File: src/rtl/crd_pkg.sv
package crd_pkg;
  localparam int NUM_RATIOS = 10;
  localparam int RATIO_W    = 11;
  localparam int IDX_W      = $clog2(NUM_RATIOS);

  typedef enum logic [1:0] {
    SPD_SINGLE = 2'd0,
    SPD_DOUBLE = 2'd1,
    SPD_QUAD   = 2'd2
  } speed_e;

  typedef enum logic [1:0] {
    ST_PWRDN  = 2'd0,
    ST_ACQ    = 2'd1,
    ST_SETTLE = 2'd2,
    ST_RUN    = 2'd3
  } det_state_e;

  // Legal ratios in ascending order: 64/96 pairs doubling up to 768, then 1024, 1152.
  function automatic logic [RATIO_W-1:0] legal_ratio(input int idx);
    if (idx < 8)
      return RATIO_W'(((idx % 2) == 0 ? 64 : 96) << (idx / 2));
    else if (idx == 8)
      return RATIO_W'(1024);
    else
      return RATIO_W'(1152);
  endfunction

  // Speed class for a ratio index; overlapping ratios use the fast hint.
  function automatic speed_e speed_for(input int idx, input logic fast);
    if (idx <= 1)      return SPD_QUAD;
    else if (idx <= 3) return fast ? SPD_QUAD : SPD_DOUBLE;
    else if (idx <= 5) return fast ? SPD_DOUBLE : SPD_SINGLE;
    else               return SPD_SINGLE;
  endfunction
endpackage

File: src/rtl/crd_sync.sv
module crd_sync #(
  parameter int STAGES = 2
) (
  input  logic clk,
  input  logic rst_n,
  input  logic async_in,
  output logic rise,
  output logic toggle
);
  // STAGES synchronizer flops plus one history flop for edge detection
  logic [STAGES:0] sh_q;

  always_ff @(posedge clk) begin
    if (!rst_n) sh_q <= '0;
    else        sh_q <= {sh_q[STAGES-1:0], async_in};
  end

  assign rise   = sh_q[STAGES-1] & ~sh_q[STAGES];
  assign toggle = sh_q[STAGES-1] ^ sh_q[STAGES];
endmodule

File: src/rtl/crd_period.sv
module crd_period #(
  parameter int CNT_W         = 12,
  parameter int ABSENT_CYCLES = 2048
) (
  input  logic             clk,
  input  logic             rst_n,
  input  logic             rise,
  input  logic             toggle,
  output logic [CNT_W-1:0] len,
  output logic             absent
);
  localparam int IDLE_W = $clog2(ABSENT_CYCLES + 1);
  localparam logic [CNT_W-1:0]  CNT_SAT  = '1;
  localparam logic [IDLE_W-1:0] IDLE_LIM = IDLE_W'(ABSENT_CYCLES);

  logic [CNT_W-1:0]  run_q;
  logic [IDLE_W-1:0] idle_q;

  // Cycles since the last rising edge; read out as the frame count on a rise.
  always_ff @(posedge clk) begin
    if (!rst_n)                run_q <= '0;
    else if (rise)             run_q <= CNT_W'(1);
    else if (run_q != CNT_SAT) run_q <= run_q + CNT_W'(1);
  end

  // Cycles since the last toggle of either polarity.
  always_ff @(posedge clk) begin
    if (!rst_n || toggle)        idle_q <= '0;
    else if (idle_q != IDLE_LIM) idle_q <= idle_q + IDLE_W'(1);
  end

  assign len    = run_q;
  assign absent = (idle_q == IDLE_LIM) && !toggle;
endmodule

File: src/rtl/crd_classify.sv
module crd_classify
  import crd_pkg::*;
#(
  parameter int CNT_W = 12,
  parameter int TOL   = 2
) (
  input  logic [CNT_W-1:0] count,
  output logic             hit,
  output logic [IDX_W-1:0] idx
);
  logic [NUM_RATIOS-1:0] match;

  for (genvar g = 0; g < NUM_RATIOS; g++) begin : g_cmp
    localparam int NOM = int'(legal_ratio(g));
    assign match[g] = (int'(count) >= NOM - TOL) && (int'(count) <= NOM + TOL);
  end

  always_comb begin
    hit = |match;
    idx = '0;
    for (int i = 0; i < NUM_RATIOS; i++) begin
      if (match[i]) idx = IDX_W'(i);
    end
  end
endmodule

File: src/rtl/clk_ratio_detect.sv
module clk_ratio_detect
  import crd_pkg::*;
#(
  parameter int TOL           = 2,
  parameter int SETTLE_FRAMES = 2000,
  parameter int ABSENT_CYCLES = 2048,
  parameter int SYNC_STAGES   = 2
) (
  input  logic               clk,
  input  logic               rst_n,
  input  logic               frame_clk,
  input  logic               fast_hint,
  output logic               powered_down,
  output logic               ratio_valid,
  output logic               ratio_err,
  output logic               mute,
  output logic [1:0]         speed_mode,
  output logic [RATIO_W-1:0] ratio_nom
);
  localparam int CNT_W = RATIO_W + 1;
  localparam int SET_W = $clog2(SETTLE_FRAMES + 1);
  localparam logic [SET_W-1:0] SET_LAST = SET_W'(SETTLE_FRAMES - 1);

  logic             rise, toggle, absent, hit;
  logic [CNT_W-1:0] len;
  logic [IDX_W-1:0] idx;

  crd_sync #(.STAGES(SYNC_STAGES)) u_sync (
    .clk(clk), .rst_n(rst_n), .async_in(frame_clk), .rise(rise), .toggle(toggle)
  );

  crd_period #(.CNT_W(CNT_W), .ABSENT_CYCLES(ABSENT_CYCLES)) u_period (
    .clk(clk), .rst_n(rst_n), .rise(rise), .toggle(toggle), .len(len), .absent(absent)
  );

  crd_classify #(.CNT_W(CNT_W), .TOL(TOL)) u_class (
    .count(len), .hit(hit), .idx(idx)
  );

  det_state_e       state_q;
  logic [CNT_W-1:0] prev_q;
  logic             have_prev_q;
  logic [SET_W-1:0] settle_q;
  logic             valid_q, err_q, mute_q;
  speed_e           speed_q;
  logic [RATIO_W-1:0] ratio_q;

  logic pair_ok, in_lock;
  int   diff;

  always_comb begin
    diff    = int'(len) - int'(prev_q);
    pair_ok = (diff <= TOL) && (diff >= -TOL);
    in_lock = (int'(len) >= int'(ratio_q) - TOL) && (int'(len) <= int'(ratio_q) + TOL);
  end

  always_ff @(posedge clk) begin
    if (!rst_n) begin
      state_q     <= ST_PWRDN;
      prev_q      <= '0;
      have_prev_q <= 1'b0;
      settle_q    <= '0;
      valid_q     <= 1'b0;
      err_q       <= 1'b0;
      mute_q      <= 1'b1;
      speed_q     <= SPD_SINGLE;
      ratio_q     <= '0;
    end else if (absent) begin
      state_q     <= ST_PWRDN;
      have_prev_q <= 1'b0;
      valid_q     <= 1'b0;
      err_q       <= 1'b0;
      mute_q      <= 1'b1;
    end else begin
      unique case (state_q)
        ST_PWRDN: begin
          if (rise) begin
            state_q     <= ST_ACQ;
            have_prev_q <= 1'b0;
          end
        end
        ST_ACQ: begin
          if (rise) begin
            prev_q      <= len;
            have_prev_q <= 1'b1;
            if (have_prev_q) begin
              if (pair_ok && hit) begin
                ratio_q  <= legal_ratio(int'(idx));
                speed_q  <= speed_for(int'(idx), fast_hint);
                valid_q  <= 1'b1;
                err_q    <= 1'b0;
                settle_q <= '0;
                state_q  <= ST_SETTLE;
              end else begin
                err_q <= 1'b1;
              end
            end
          end
        end
        ST_SETTLE: begin
          if (rise) begin
            if (!in_lock) begin
              valid_q     <= 1'b0;
              prev_q      <= len;
              have_prev_q <= 1'b1;
              state_q     <= ST_ACQ;
            end else if (settle_q == SET_LAST) begin
              mute_q  <= 1'b0;
              state_q <= ST_RUN;
            end else begin
              settle_q <= settle_q + SET_W'(1);
            end
          end
        end
        ST_RUN: begin
          if (rise && !in_lock) begin
            valid_q     <= 1'b0;
            mute_q      <= 1'b1;
            prev_q      <= len;
            have_prev_q <= 1'b1;
            state_q     <= ST_ACQ;
          end
        end
      endcase
    end
  end

  assign powered_down = (state_q == ST_PWRDN);
  assign ratio_valid  = valid_q;
  assign ratio_err    = err_q;
  assign mute         = mute_q;
  assign speed_mode   = speed_q;
  assign ratio_nom    = ratio_q;
endmodule

File: config.mk
export PLATFORM = sky130hd
export DESIGN_NAME = clk_ratio_detect
export DESIGN_NICKNAME = d
export VERILOG_FILES = /design/src/rtl/crd_pkg.sv /design/src/rtl/crd_sync.sv /design/src/rtl/crd_period.sv /design/src/rtl/crd_classify.sv /design/src/rtl/clk_ratio_detect.sv
export SDC_FILE = /design/constraint.sdc
export NUM_CORES = 1
export LEC_CHECK = 0
export ABC_CLOCK_PERIOD_IN_PS = 5130
export CORE_UTILIZATION = 30
export CTS_CLUSTER_DIAMETER = 100
export DETAILED_ROUTE_END_ITERATION = 7
export HOLD_SLACK_MARGIN = 0.1
export MAX_ROUTING_LAYER = met4
export PLACE_DENSITY_LB_ADDON = 0.25
export SLEW_MARGIN = 20
export SYNTH_ARGS = -nofsm -noshare
export SYNTH_HDL_FRONTEND = slang
export SYNTH_HIERARCHICAL = 1
export SYNTH_SLANG_ARGS = --single-unit
File: constraint.sdc
create_clock -name clk -period 5.13 [get_ports clk]
set_input_delay 1.539 -clock clk [delete_from_list [all_inputs] [get_ports clk]]
set_output_delay 1.539 -clock clk [all_outputs]
set_load 0.1 [all_outputs]
==> results of run 1 <==
-- power by group through the flow --
stage               sequential [W]  clock, W  combinational [W]
floorplan                 0.000569         0           0.000272
global placement          0.000547         0           0.000363
detailed placement        0.000548         0           0.000364
CTS                       0.000538  0.000677           0.000367
global route              0.000542  0.000698           0.000396
finish                    0.000538  0.000655           0.000364
-- layout make-up --
| cell class | instances | area (sq um) | area share, % |
|---|---|---|---|
| inverter | 41 | 154 | 2.82 |
| sequential | 64 | 1280 | 23.5 |
| tap | 211 | 264 | 4.84 |
| clock inverter | 5 | 81.3 | 1.49 |
| clock buffer | 11 | 233 | 4.27 |
| timing repair buffer | 21 | 195 | 3.58 |
| multi-input combinational | 457 | 3240 | 59.5 |
-- per-stage QoR --
step                      total power, W  cell area (sq um)
final                            0.00156               5450
after CTS                        0.00158               5450
after floorplan                 0.000841               4840
after global routing             0.00164               5450
after detailed placement        0.000912               5140
after global placement          0.000910               5140
-- synth_stat cells, types with 3 or more instances --
cell type / number / area, sq um
a31oi_1: 6 / 37.5
o21a_1: 8 / 60.1
mux2i_1: 26 / 260
a311oi_1: 5 / 43.8
a21o_1: 8 / 60.1
clkbuf_1: 6 / 22.5
nand3_1: 26 / 130
buf_6: 3 / 33.8
buf_2: 6 / 30.0
and3_1: 5 / 31.3
a31o_2: 5 / 43.8
nor4_1: 6 / 37.5
dfxtp_1: 64 / 1280
ha_1: 37 / 463
and4_1: 4 / 35.0
or3_1: 4 / 25.0
nand2_1: 35 / 131
o221ai_1: 3 / 26.3
a21oi_1: 28 / 140
nand4_1: 14 / 87.6
or4_1: 5 / 37.5
o2111ai_1: 3 / 26.3
a211oi_1: 7 / 52.6
o31ai_1: 4 / 30.0
nor2_1: 57 / 214
xor2_1: 12 / 105
buf_4: 8 / 60.1
o22ai_1: 3 / 18.8
o31a_2: 3 / 30.0
o211ai_1: 3 / 22.5
xnor2_1: 12 / 105
nor4b_1: 6 / 52.6
nor2b_1: 8 / 50.1
o21ai_0: 22 / 110
nor3b_1: 3 / 22.5
nor3_1: 16 / 80.1
nand3b_1: 5 / 37.5
inv_1: 40 / 150
nand2b_1: 12 / 75.1
o211a_1: 3 / 30.0
and4_2: 4 / 40.0
and2_1: 4 / 25.0
-- metal layers --
layer	global-route usage, %	vias up	share of wire [%]
li1	-	2161	-
met1	18.0	2000	47
met2	25.3	69	48
met3	3.58	19	3.1
met4	5.33	0	1.9
met5	-	-	0
-- cells in the final DEF, fill, tap and decap left out, types with 5 or more instances in the layout --
master,Yosys,final
nand3b_1,5,5
a211oi_1,7,7
nor4b_1,6,6
a311oi_1,5,5
nor2_1,57,57
conb_1,1,5
a21o_1,8,8
a21oi_1,28,28
nor2b_1,8,8
o21ai_0,22,22
nand2_1,35,35
nor3_1,16,16
nand3_1,26,26
clkbuf_16,0,9
nand2b_1,12,12
a31o_2,5,5
buf_4,8,6
nand4_1,14,14
and3_1,5,5
nor4_1,6,6
mux2i_1,26,26
a31oi_1,6,6
dfxtp_1,64,64
xnor2_1,12,12
xor2_1,12,12
clkdlybuf4s50_1,0,15
o21a_1,8,8
ha_1,37,37
or4_1,5,5
inv_1,40,40
-- logic make-up after synthesis --
family | count (synthesis)
multiplexers | 27
flip-flops | 64
XOR/XNOR | 24
AND/OR/NAND/NOR | 236
adder cells (fa/ha/maj) | 38
AO/OA/AOI/OAI | 127
buffers and inverters | 67
other | 1
-- state kept, by name (all words and copies together), names as in the netlist --
| register | count |
|---|---|
| have_prev_q | 1 |
| settle_q | 11 |
| prev_q | 12 |
| u_period/idle_q | 12 |
| state_q | 2 |
| mute | 1 |
| u_period/len | 12 |
| speed_mode | 2 |
| u_sync/sh_q | 3 |
| ratio_err | 1 |
| ratio_valid | 1 |
| ratio_nom | 6 |
-- worst min-delay path by stage --
stage	from	end	slack (ns)
final	u_sync/sh_q[0]	u_sync/sh_q[1]	0.43
after global routing	u_sync/sh_q[0]	u_sync/sh_q[1]	0.45
after CTS	u_sync/sh_q[0]	u_sync/sh_q[1]	0.44
after detailed placement	u_sync/sh_q[0]	u_sync/sh_q[1]	0.42
after global placement	u_sync/sh_q[0]	u_sync/sh_q[1]	0.42
after floorplan	u_sync/sh_q[0]	u_sync/sh_q[1]	0.41
-- worst max-delay path, cell delays in order, from the launching register on --
cell and delay, ns:
dfxtp_1 0.50, inv_1 0.08, ha_1 0.22, fa_1 0.41
nor2b_1 0.23, o21a_1 0.14, nor3_1 0.04, or2_2 0.29
or4_4 0.55, nor4_4 0.20, a32oi_4 0.22, o2bb2ai_1 0.50
mux2_2 0.39, o21a_1 0.16
==> results.tsv, run 1 <==
stage	metric	value	unit
timing	Worst Clk Skew	0.0113	ns
placed_design	Post-Place Cells	794	
grt	total track usage	15.3	%
clock_network	Worst-path clk slew	0.05	ns
placed_design	HPWL after DPL	8.29	mm
power_and_ir_drop	Int Pwr	0.00106	W
critical_path	Critical Path Source	u_period/len[0]	
power_and_ir_drop	logic gate share of total power	23.4	%
power_and_ir_drop	Leak	2.23	nW
critical_path	Worst R2R Start	u_period/len[0]	
yosys	post-synthesis compound-gate area fraction	18.6	%
clock_network	CTS Buffer Depth	2	
critical_path	startpoint types	flip-flop	
grt	initial antenna violation count	0	
power_and_ir_drop	part of the power in registers	34.5	%
yosys	Post-synth EDFFs	0	
yosys	Simple-Gate Fraction of Synth Area	28.2	%
grt	global-route wire length before repair	19.6	mm
detailed_routing	via count	4249	
timing	measured slew at the worst slew-check pin	1.02	ns
power_and_ir_drop	Clock Power Share	42.1	%
timing	setup violators final	0	
yosys	synth warn	6	
detailed_routing	drt wl/cell	14.0	um
grt	largest net degree at the start of global routing	22	
yosys	xor/xnor share of the synthesized area	4.36	%
clock_network	post-CTS resize count	0	
timing	Slew Limit Headroom	31.9	%
clock_network	clk root buf	clkbuf_16	
detailed_routing	# DRC	0	
outcome	status	finished clean	
cells_and_area	Finished Layout Cells	810	
power_and_ir_drop	Pwr Density	286	nW/um^2
die	I/O Pins	21	
timing	Hold Vio Cnt, Final	0	
min_path	worst min-delay path class	flip-flop to flip-flop	
die	Die H	129	um
timing	post-route setup TNS	0	ns
yosys	syn_area_per_cell	8.25	sq um
timing	Worst Slack Setup Final	1.09	ns
cells_and_area	final core utilization	35.3	%
critical_path	reg2reg end	settle_q[2]	
cells_and_area	Layout fillers	1617	
detailed_routing	Routed WL	11.4	mm
grt	number of global-route vias before repair	4073	
yosys	main combinational cell family by area after synthesis	simple AND/OR/NAND/NOR gates	
timing	RSZ-0062 raised after global routing	no	
placed_design	IO buf count	15	
clock_network	post-CTS setup buffer count	0	
power_and_ir_drop	switching share of power	31.8	%
timing	Peak Freq	247	MHz
detailed_routing	Initial DRC Count	196	
yosys	Async SR Flop Fraction	0	%
critical_path	CP arrival	4.27	ns
die	core box area	15400	sq um
yosys	synthesized area	4820	sq um
critical_path	Critical Path Fanout Max	10	
placed_design	pre-CTS WS	1.10	ns
critical_path	Required @ worst endpoint	5.36	ns
yosys	Post-synth top flop	dfxtp_1	
timing	fin. max-slew vios	0	
detailed_routing	vias per std cell	5.25	
yosys	Yosys cell types	81	
grt	grt total ovfl	0	
power_and_ir_drop	switching pwr	0.000495	W
die	die area	16600	sq um
timing	min Tclk post-route	4.04	ns
cells_and_area	area grow syn2layout	13.1	%
cells_and_area	layout cells sized above 1	9.02	%
clock_network	Num CTS Buffers	9	
clock_network	hold buffer count at cts	0	
cells_and_area	Antenna diodes	0	
die	Rows	45	
timing	final worst-path cycle share	78.8	%
critical_path	crit path to	settle_q[2]	
yosys	post-synthesis sequential area ratio	26.6	%
clock_network	H-tree depth	3	
critical_path	Critical Path End Type	flip-flop	
die	Die W	129	um
clock_network	Worst-Skew Late Latency	0.34	ns
clock_network	CTS tree	yes	
yosys	post-synthesis mux area share	5.63	%
power_and_ir_drop	peak supply drop	0.234	mV
detailed_routing	Routed Antenna Nets	0	
yosys	Synth Area in Adders	10.0	%
critical_path	r2r worst-path depth	13	
detailed_routing	DRT Pass-1 Iters	4	
yosys	Synth Register Bits	64	
critical_path	CP Class	flip-flop to flip-flop	
timing	Min Hold Slack	0.432	ns
clock_network	CTS sink count	64	
critical_path	R2R setup slack	1.09	ns
placed_design	GPL Wtd Cong	0.860	
yosys	Syn Inst Count	584	
flow_run	Max-cap violations	0	
cells_and_area	Final #Nets	636	
die	Initial Util	31.2	%
min_path	Hold Path Depth	1	
Note: power is estimated with default switching activity, not from simulation.
==> run 2, diff against run 1 <==
- ABC_CLOCK_PERIOD_IN_PS: 5130 -> 4110
- clock period: 5.13 -> 4.11 ns (I/O delays scaled with it)
==> run 2 against run 1 <==
- sequential power up 24%
- clock skew down 0.0070 ns
- flip-flop and latch count unchanged
- critical path depth unchanged
- non-clock buffer count up 12
- clock power up 20%
- sequential share of layout area down 0.35 points
- setup slack worse by 0.70 ns
- via count up 0.78%
- maximum frequency up 8.6%
- critical endpoint is now settle_q[7]
==> results.tsv, run 2 (synthesis results as in run 1) <==
stage	metric	value	unit	change
clock_network	post-CTS setup buffer count	0		unchanged
power_and_ir_drop	Clock Power Share	40.9	%	-1.2 points
critical_path	R2R setup slack	0.39	ns	-0.70 ns
timing	post-route setup TNS	0	ns	unchanged
grt	number of global-route vias before repair	4032		-1.0%
critical_path	Bufs and invs on worst path	1		unchanged
critical_path	reg2reg end	settle_q[7]		
detailed_routing	drt wl/cell	13.9	um	-0.65%
clock_network	Num CTS Buffers	9		unchanged
grt	grt total ovfl	0		unchanged
placed_design	HPWL after DPL	8.49	mm	+2.5%
clock_network	post-CTS resize count	0		unchanged
timing	final worst-path cycle share	90.6	%	+12 points
cells_and_area	Layout fillers	1592		-1.5%
power_and_ir_drop	Leak	2.29	nW	+2.7%
die	Die W	129	um	unchanged
placed_design	pre-CTS WS	0.400	ns	-0.697 ns
clock_network	Worst-path clk slew	0.05	ns	about the same
die	I/O Pins	21		unchanged
clock_network	H-tree depth	3		unchanged
detailed_routing	Routed WL	11.4	mm	+0.82%
critical_path	Critical Path Source	u_period/len[0]		
die	Die H	129	um	unchanged
power_and_ir_drop	part of the power in registers	34.8	%	+0.3 points
timing	setup violators final	0		unchanged
detailed_routing	# DRC	0		unchanged
detailed_routing	DRT Pass-1 Iters	4		unchanged
critical_path	CP Class	flip-flop to flip-flop		
critical_path	Critical Path End Type	flip-flop		
timing	Worst Clk Skew	0.00434	ns	-0.00699 ns
cells_and_area	Finished Layout Cells	822		+1.5%
placed_design	GPL Wtd Cong	0.839		-2.5%
timing	Slew Limit Headroom	33.9	%	+2.0 points
die	die area	16600	sq um	unchanged
die	core box area	15400	sq um	unchanged
power_and_ir_drop	peak supply drop	0.342	mV	+46%
timing	Peak Freq	269	MHz	+8.6%
placed_design	IO buf count	15		unchanged
clock_network	CTS tree	yes		
critical_path	Critical Path Fanout Max	10		unchanged
grt	total track usage	14.8	%	-0.48 points
critical_path	CP arrival	3.98	ns	-0.29 ns
cells_and_area	Antenna diodes	0		unchanged
timing	RSZ-0062 raised after global routing	no		
placed_design	Post-Place Cells	806		+1.5%
timing	fin. max-slew vios	0		unchanged
power_and_ir_drop	switching pwr	0.000615	W	+24%
timing	Worst Slack Setup Final	0.387	ns	-0.701 ns
clock_network	CTS Buffer Depth	2		unchanged
critical_path	Required @ worst endpoint	4.36	ns	-1.00 ns
timing	measured slew at the worst slew-check pin	0.988	ns	-0.0304 ns
critical_path	crit path to	settle_q[7]		
critical_path	CP max stage delay	0.56	ns	about the same
clock_network	hold buffer count at cts	0		unchanged
power_and_ir_drop	Power, Total	0.00192	W	+23%
cells_and_area	final core utilization	35.9	%	+0.53 points
power_and_ir_drop	switching share of power	32.1	%	+0.34 points
critical_path	CP Depth	13		unchanged
power_and_ir_drop	Pwr Density	346	nW/um^2	+21%
die	Rows	45		unchanged
detailed_routing	via count	4282		+0.78%
critical_path	r2r worst-path depth	13		unchanged
clock_network	CTS sink count	64		unchanged
flow_run	Max-cap violations	0		unchanged
critical_path	critical path's slowest cell	or4_4		
outcome	status	finished clean		
clock_network	Worst-Skew Late Latency	0.33	ns	about the same
critical_path	worst-path cell chain	inv_1 > ha_1 > fa_1 > nor2b_1 > o21a_1 > nor3_1 > or2_2 > or4_4 > nor4_4 > a32oi_4 > a21o_1 > or4_1 > a21oi_1		
detailed_routing	vias per std cell	5.21		-0.69%
critical_path	delay-heaviest family, CP	simple AND/OR/NAND/NOR gates		
grt	global-route wire length before repair	19.2	mm	-2.1%
cells_and_area	Final #Nets	648		+1.9%
detailed_routing	Routed Antenna Nets	0		unchanged
grt	initial antenna violation count	0		unchanged
timing	Hold Vio Cnt, Final	0		unchanged
min_path	worst min-delay path class	flip-flop to flip-flop		
critical_path	Worst R2R Start	u_period/len[0]		
timing	min Tclk post-route	3.72	ns	-0.319 ns
cells_and_area	area grow syn2layout	14.7	%	
grt	largest net degree at the start of global routing	22		unchanged
cells_and_area	commonest non-fill, non-tap cell in the layout	dfxtp_1		
power_and_ir_drop	Int Pwr	0.00130	W	+22%
clock_network	clk root buf	clkbuf_16		
critical_path	startpoint types	flip-flop		
power_and_ir_drop	logic gate share of total power	24.3	%	+0.9 points
die	Initial Util	31.2	%	unchanged
cells_and_area	layout cells sized above 1	11.3	%	+2.3 points
detailed_routing	Initial DRC Count	269		+37%
cells_and_area	most frequent cells in the layout	64 x dfxtp_1, 57 x nor2_1, 40 x inv_1		
-- run 2: cell types whose count changed in the layout (fill, tap and decap cells not counted) --
cell             previous run  this run
clkbuf_8                    0         2
buf_4                       6        19
clkinvlp_4                  1         2
bufinv_16                   2         1
clkinv_2                    1         2
clkdlybuf4s50_1            15        14
clkinv_4                    1         0
clkbuf_1                    2         0
-- run 2: how the worst min path moves through the flow --
stage	depth (start not counted)	from	to
floorplan	1	u_sync/sh_q[0]	u_sync/sh_q[1]
global placement	1	u_sync/sh_q[0]	u_sync/sh_q[1]
finish	1	u_sync/sh_q[0]	u_sync/sh_q[1]
global route	1	u_sync/sh_q[0]	u_sync/sh_q[1]
detailed placement	1	u_sync/sh_q[0]	u_sync/sh_q[1]
CTS	1	u_sync/sh_q[0]	u_sync/sh_q[1]
-- run 2: layer usage --
layer | global-route usage, % | vias to the layer above | part of all wire (%)
met1 | 18.5 | 2014 | 49
met3 | 3.16 | 16 | 3.8
li1 | - | 2170 | -
met4 | 3.60 | 0 | 0.87
met2 | 24.2 | 82 | 47
met5 | - | - | 0
-- run 2: power groups by stage --
stage                     sequential, W  combinational [W]  clock [W]
after CTS                      0.000666           0.000467   0.000814
after detailed placement       0.000679           0.000465          0
final                          0.000666           0.000466   0.000783
after floorplan                0.000710           0.000339          0
after global routing           0.000670           0.000504   0.000843
after global placement         0.000678           0.000460          0
-- run 2: layout make-up --
type / instances / area (sq um) / share of cell area [%]
clock buffer: 11 / 253 / 4.57
clock inverter: 5 / 55.1 / 0.995
inverter: 41 / 154 / 2.78
multi-input combinational: 457 / 3240 / 58.6
sequential: 64 / 1280 / 23.2
tap: 211 / 264 / 4.77
timing repair buffer: 33 / 283 / 5.11
-- run 2: metrics by stage --
stage / hold slack, ns / area, sq um
after global placement: 0.418 / 5220
after detailed placement: 0.428 / 5220
after floorplan: 0.412 / 4840
after global routing: 0.444 / 5530
final: 0.438 / 5530
after CTS: 0.443 / 5530
==> run 3, diff against run 2 <==
- ABC_AREA: not set -> 1
==> run 3 against run 2 <==
- via count rose by 32%
- register-to-register slack improved by 0.46 ns
- global-route usage is 1.3 points higher
- maximum frequency up 14%
- cell area up 15%
- first-iteration DRC count decreased by 4.5%
- sequential power grew 1%
- flip-flop and latch count unchanged
- clock power is 5.7% lower
- utilization down 1.7 points
- die area up 18%
- highest routed layer unchanged
==> results.tsv, run 3 <==
stage	metric	value	unit	change
die	Rows	50		+11%
cells_and_area	most frequent cells in the layout	238 x nand2_1, 141 x inv_1, 111 x nand3_1		
placed_design	HPWL after DPL	11.3	mm	+33%
min_path	worst min-delay path class	flip-flop to flip-flop		
clock_network	post-CTS setup buffer count	0		unchanged
detailed_routing	# DRC	0		unchanged
critical_path	Critical Path Source	ratio_nom[5]		
yosys	Synth top area share	22.5	%	-4.1 points
cells_and_area	area grow syn2layout	11.9	%	
timing	min Tclk post-route	3.26	ns	-0.462 ns
critical_path	R2R setup slack	0.85	ns	+0.46 ns
critical_path	CP arrival	3.45	ns	-0.53 ns
grt	grt total ovfl	0		unchanged
detailed_routing	DRT Pass-1 Iters	4		unchanged
clock_network	CTS tree	yes		
detailed_routing	Routed WL	14.7	mm	+29%
placed_design	pre-CTS WS	0.833	ns	+0.433 ns
critical_path	reg2reg end	prev_q[8]		
yosys	synthesized area	5690	sq um	+18%
power_and_ir_drop	Pwr Density	325	nW/um^2	-6.2%
detailed_routing	drt wl/cell	12.3	um	-12%
yosys	Syn Inst Count	937		+60%
timing	post-route setup TNS	0	ns	unchanged
outcome	status	finished clean		
cells_and_area	commonest non-fill, non-tap cell in the layout	nand2_1		
timing	Hold Vio Cnt, Final	0		unchanged
die	core box area	18600	sq um	+21%
timing	setup violators final	0		unchanged
cells_and_area	Final #Nets	1001		+54%
timing	Worst Clk Skew	0.00881	ns	+0.00447 ns
grt	largest net degree at the start of global routing	23		+4.5%
grt	number of global-route vias before repair	5183		+29%
yosys	Synth area leaders	dfxtp_1 23%, nand2_1 16%, nand3_1 9.8%		
critical_path	Required @ worst endpoint	4.30	ns	-0.06 ns
timing	Slew Limit Headroom	33.6	%	-0.37 points
timing	fin. max-slew vios	0		unchanged
yosys	post-synthesis sequential area ratio	22.5	%	-4.1 points
flow_run	Max-cap violations	0		unchanged
timing	final worst-path cycle share	79.3	%	-11 points
critical_path	crit path to	prev_q[8]		
die	Die H	140	um	+8.5%
clock_network	H-tree depth	3		unchanged
placed_design	GPL Wtd Cong	0.875		+4.4%
die	Die W	140	um	+8.5%
timing	Peak Freq	307	MHz	+14%
clock_network	post-CTS resize count	0		unchanged
detailed_routing	Routed Antenna Nets	0		unchanged
critical_path	Critical Path End Type	flip-flop		
power_and_ir_drop	Power, Total	0.00207	W	+8.1%
clock_network	CTS Buffer Depth	2		unchanged
clock_network	CTS sink count	64		unchanged
yosys	Post-synth EDFFs	0		unchanged
die	die area	19500	sq um	+18%
yosys	Async SR Flop Fraction	0	%	unchanged
critical_path	Critical Path Fanout Max	15		+5
yosys	top-count cell post-synth	nand2_1		
detailed_routing	via count	5672		+32%
critical_path	CP Class	flip-flop to flip-flop		
yosys	Commonest cells post-synth	238 x nand2_1, 141 x inv_1, 111 x nand3_1, 107 x nor2_1, 64 x dfxtp_1		
cells_and_area	final core utilization	34.2	%	-1.7 points
power_and_ir_drop	peak supply drop	0.165	mV	-52%
timing	RSZ-0062 raised after global routing	no		
power_and_ir_drop	Leak	2.95	nW	+29%
detailed_routing	Initial DRC Count	257		-4.5%
grt	global-route wire length before repair	24.8	mm	+29%
cells_and_area	Antenna diodes	0		unchanged
clock_network	Worst-Skew Late Latency	0.33	ns	about the same
critical_path	Worst R2R Start	ratio_nom[5]		
cells_and_area	layout cells sized above 1	9.66	%	-1.6 points
yosys	cell taking the most area after synthesis	dfxtp_1		
clock_network	Num CTS Buffers	9		unchanged
grt	initial antenna violation count	0		unchanged
yosys	Yosys cell types	46		-43%
grt	total track usage	16.1	%	+1.3 points
die	I/O Pins	21		unchanged
timing	Min Hold Slack	0.416	ns	-0.0224 ns
clock_network	clk root buf	clkbuf_16		
yosys	syn_area_per_cell	6.08	sq um	-26%
placed_design	IO buf count	15		unchanged
yosys	Synth Register Bits	64		unchanged
detailed_routing	vias per std cell	4.74		-9.0%
clock_network	Worst-path clk slew	0.06	ns	about the same
critical_path	r2r worst-path depth	17		+4
yosys	Post-synth top flop	dfxtp_1		
clock_network	hold buffer count at cts	0		unchanged
die	Initial Util	30.5	%	-0.71 points
timing	measured slew at the worst slew-check pin	0.993	ns	+0.00549 ns
critical_path	startpoint types	flip-flop		
timing	Worst Slack Setup Final	0.849	ns	+0.462 ns
yosys	synth warn	6		unchanged
run 3: cell count changes after synthesis, sizes merged, moves of 12 or more:
cell / before / now
nand3: 26 / 119
inv: 40 / 151
a21oi: 29 / 59
mux2i: 26 / 0
nand4: 15 / 30
nor2: 58 / 127
nand2b: 12 / 0
nand2: 35 / 256
run 3: worst min path at each step:
stage / startpoint / end / slack, ns / cells after the start
floorplan: u_sync/sh_q[0] / u_sync/sh_q[1] / 0.39 / 2
global placement: u_sync/sh_q[0] / u_sync/sh_q[1] / 0.41 / 2
detailed placement: u_sync/sh_q[0] / u_sync/sh_q[1] / 0.40 / 2
CTS: u_sync/sh_q[0] / u_sync/sh_q[1] / 0.42 / 2
global route: u_sync/sh_q[0] / u_sync/sh_q[1] / 0.45 / 2
finish: u_sync/sh_q[0] / u_sync/sh_q[1] / 0.42 / 2
run 3: per-stage QoR:
step | instance area [sq um] | std cells
after global routing | 6370 | 1197
after global placement | 6080 | 1182
final | 6370 | 1197
after floorplan | 5710 | 941
after detailed placement | 6080 | 1182
after CTS | 6370 | 1197
run 3: worst max-delay path, stage by stage, from the launching register on:
cell and delay, ns:
dfxtp_1 0.35, inv_1 0.12, nand3_1 0.12, nor3_1 0.19
xor2_1 0.17, ha_1 0.25, a21o_1 0.19, a21oi_1 0.13
nand3_1 0.10, or2_1 0.24, nand3_2 0.11, nand2_1 0.07
nand2_2 0.12, nand3_2 0.11, nor2_4 0.30, nand2_1 0.34
nand2_1 0.15, a21oi_1 0.07
run 3: routing by layer:
metal	up-vias	wire (um)	global-route usage, %
met3	22	343	2.41
met5	-	0	-
met4	0	343	6.02
li1	3046	-	-
met2	67	6600	25.2
met1	2537	7460	20.9
run 3: area by class of cell:
cell class	count	area, sq um
Fill cell	2096	12300
Tap cell	234	293
Multi-Input combinational cell	708	3720
Inverter	151	567
Timing Repair Buffer	25	220
Clock buffer	9	225
Sequential cell	64	1280
Clock inverter	6	61.3
run 3: power breakdown:
part	switching, W	internal, W
Clock	0.000276	0.000463
Combinational	0.000465	0.000193
Sequential	0.0000241	0.000649
run 3: kinds of logic after synthesis:
logic type                 after synthesis  synth area share [%]
xor gates and xnor gates                 8                  1.23
and+or+nand+nor                        556                  45.2
DFF                                     64                  22.5
buffers and inverters                  169                  12.4
AOI/OAI and AO/OA                      101                  10.1
adders and majority gates               38                  8.48
other                                    1                0.0659
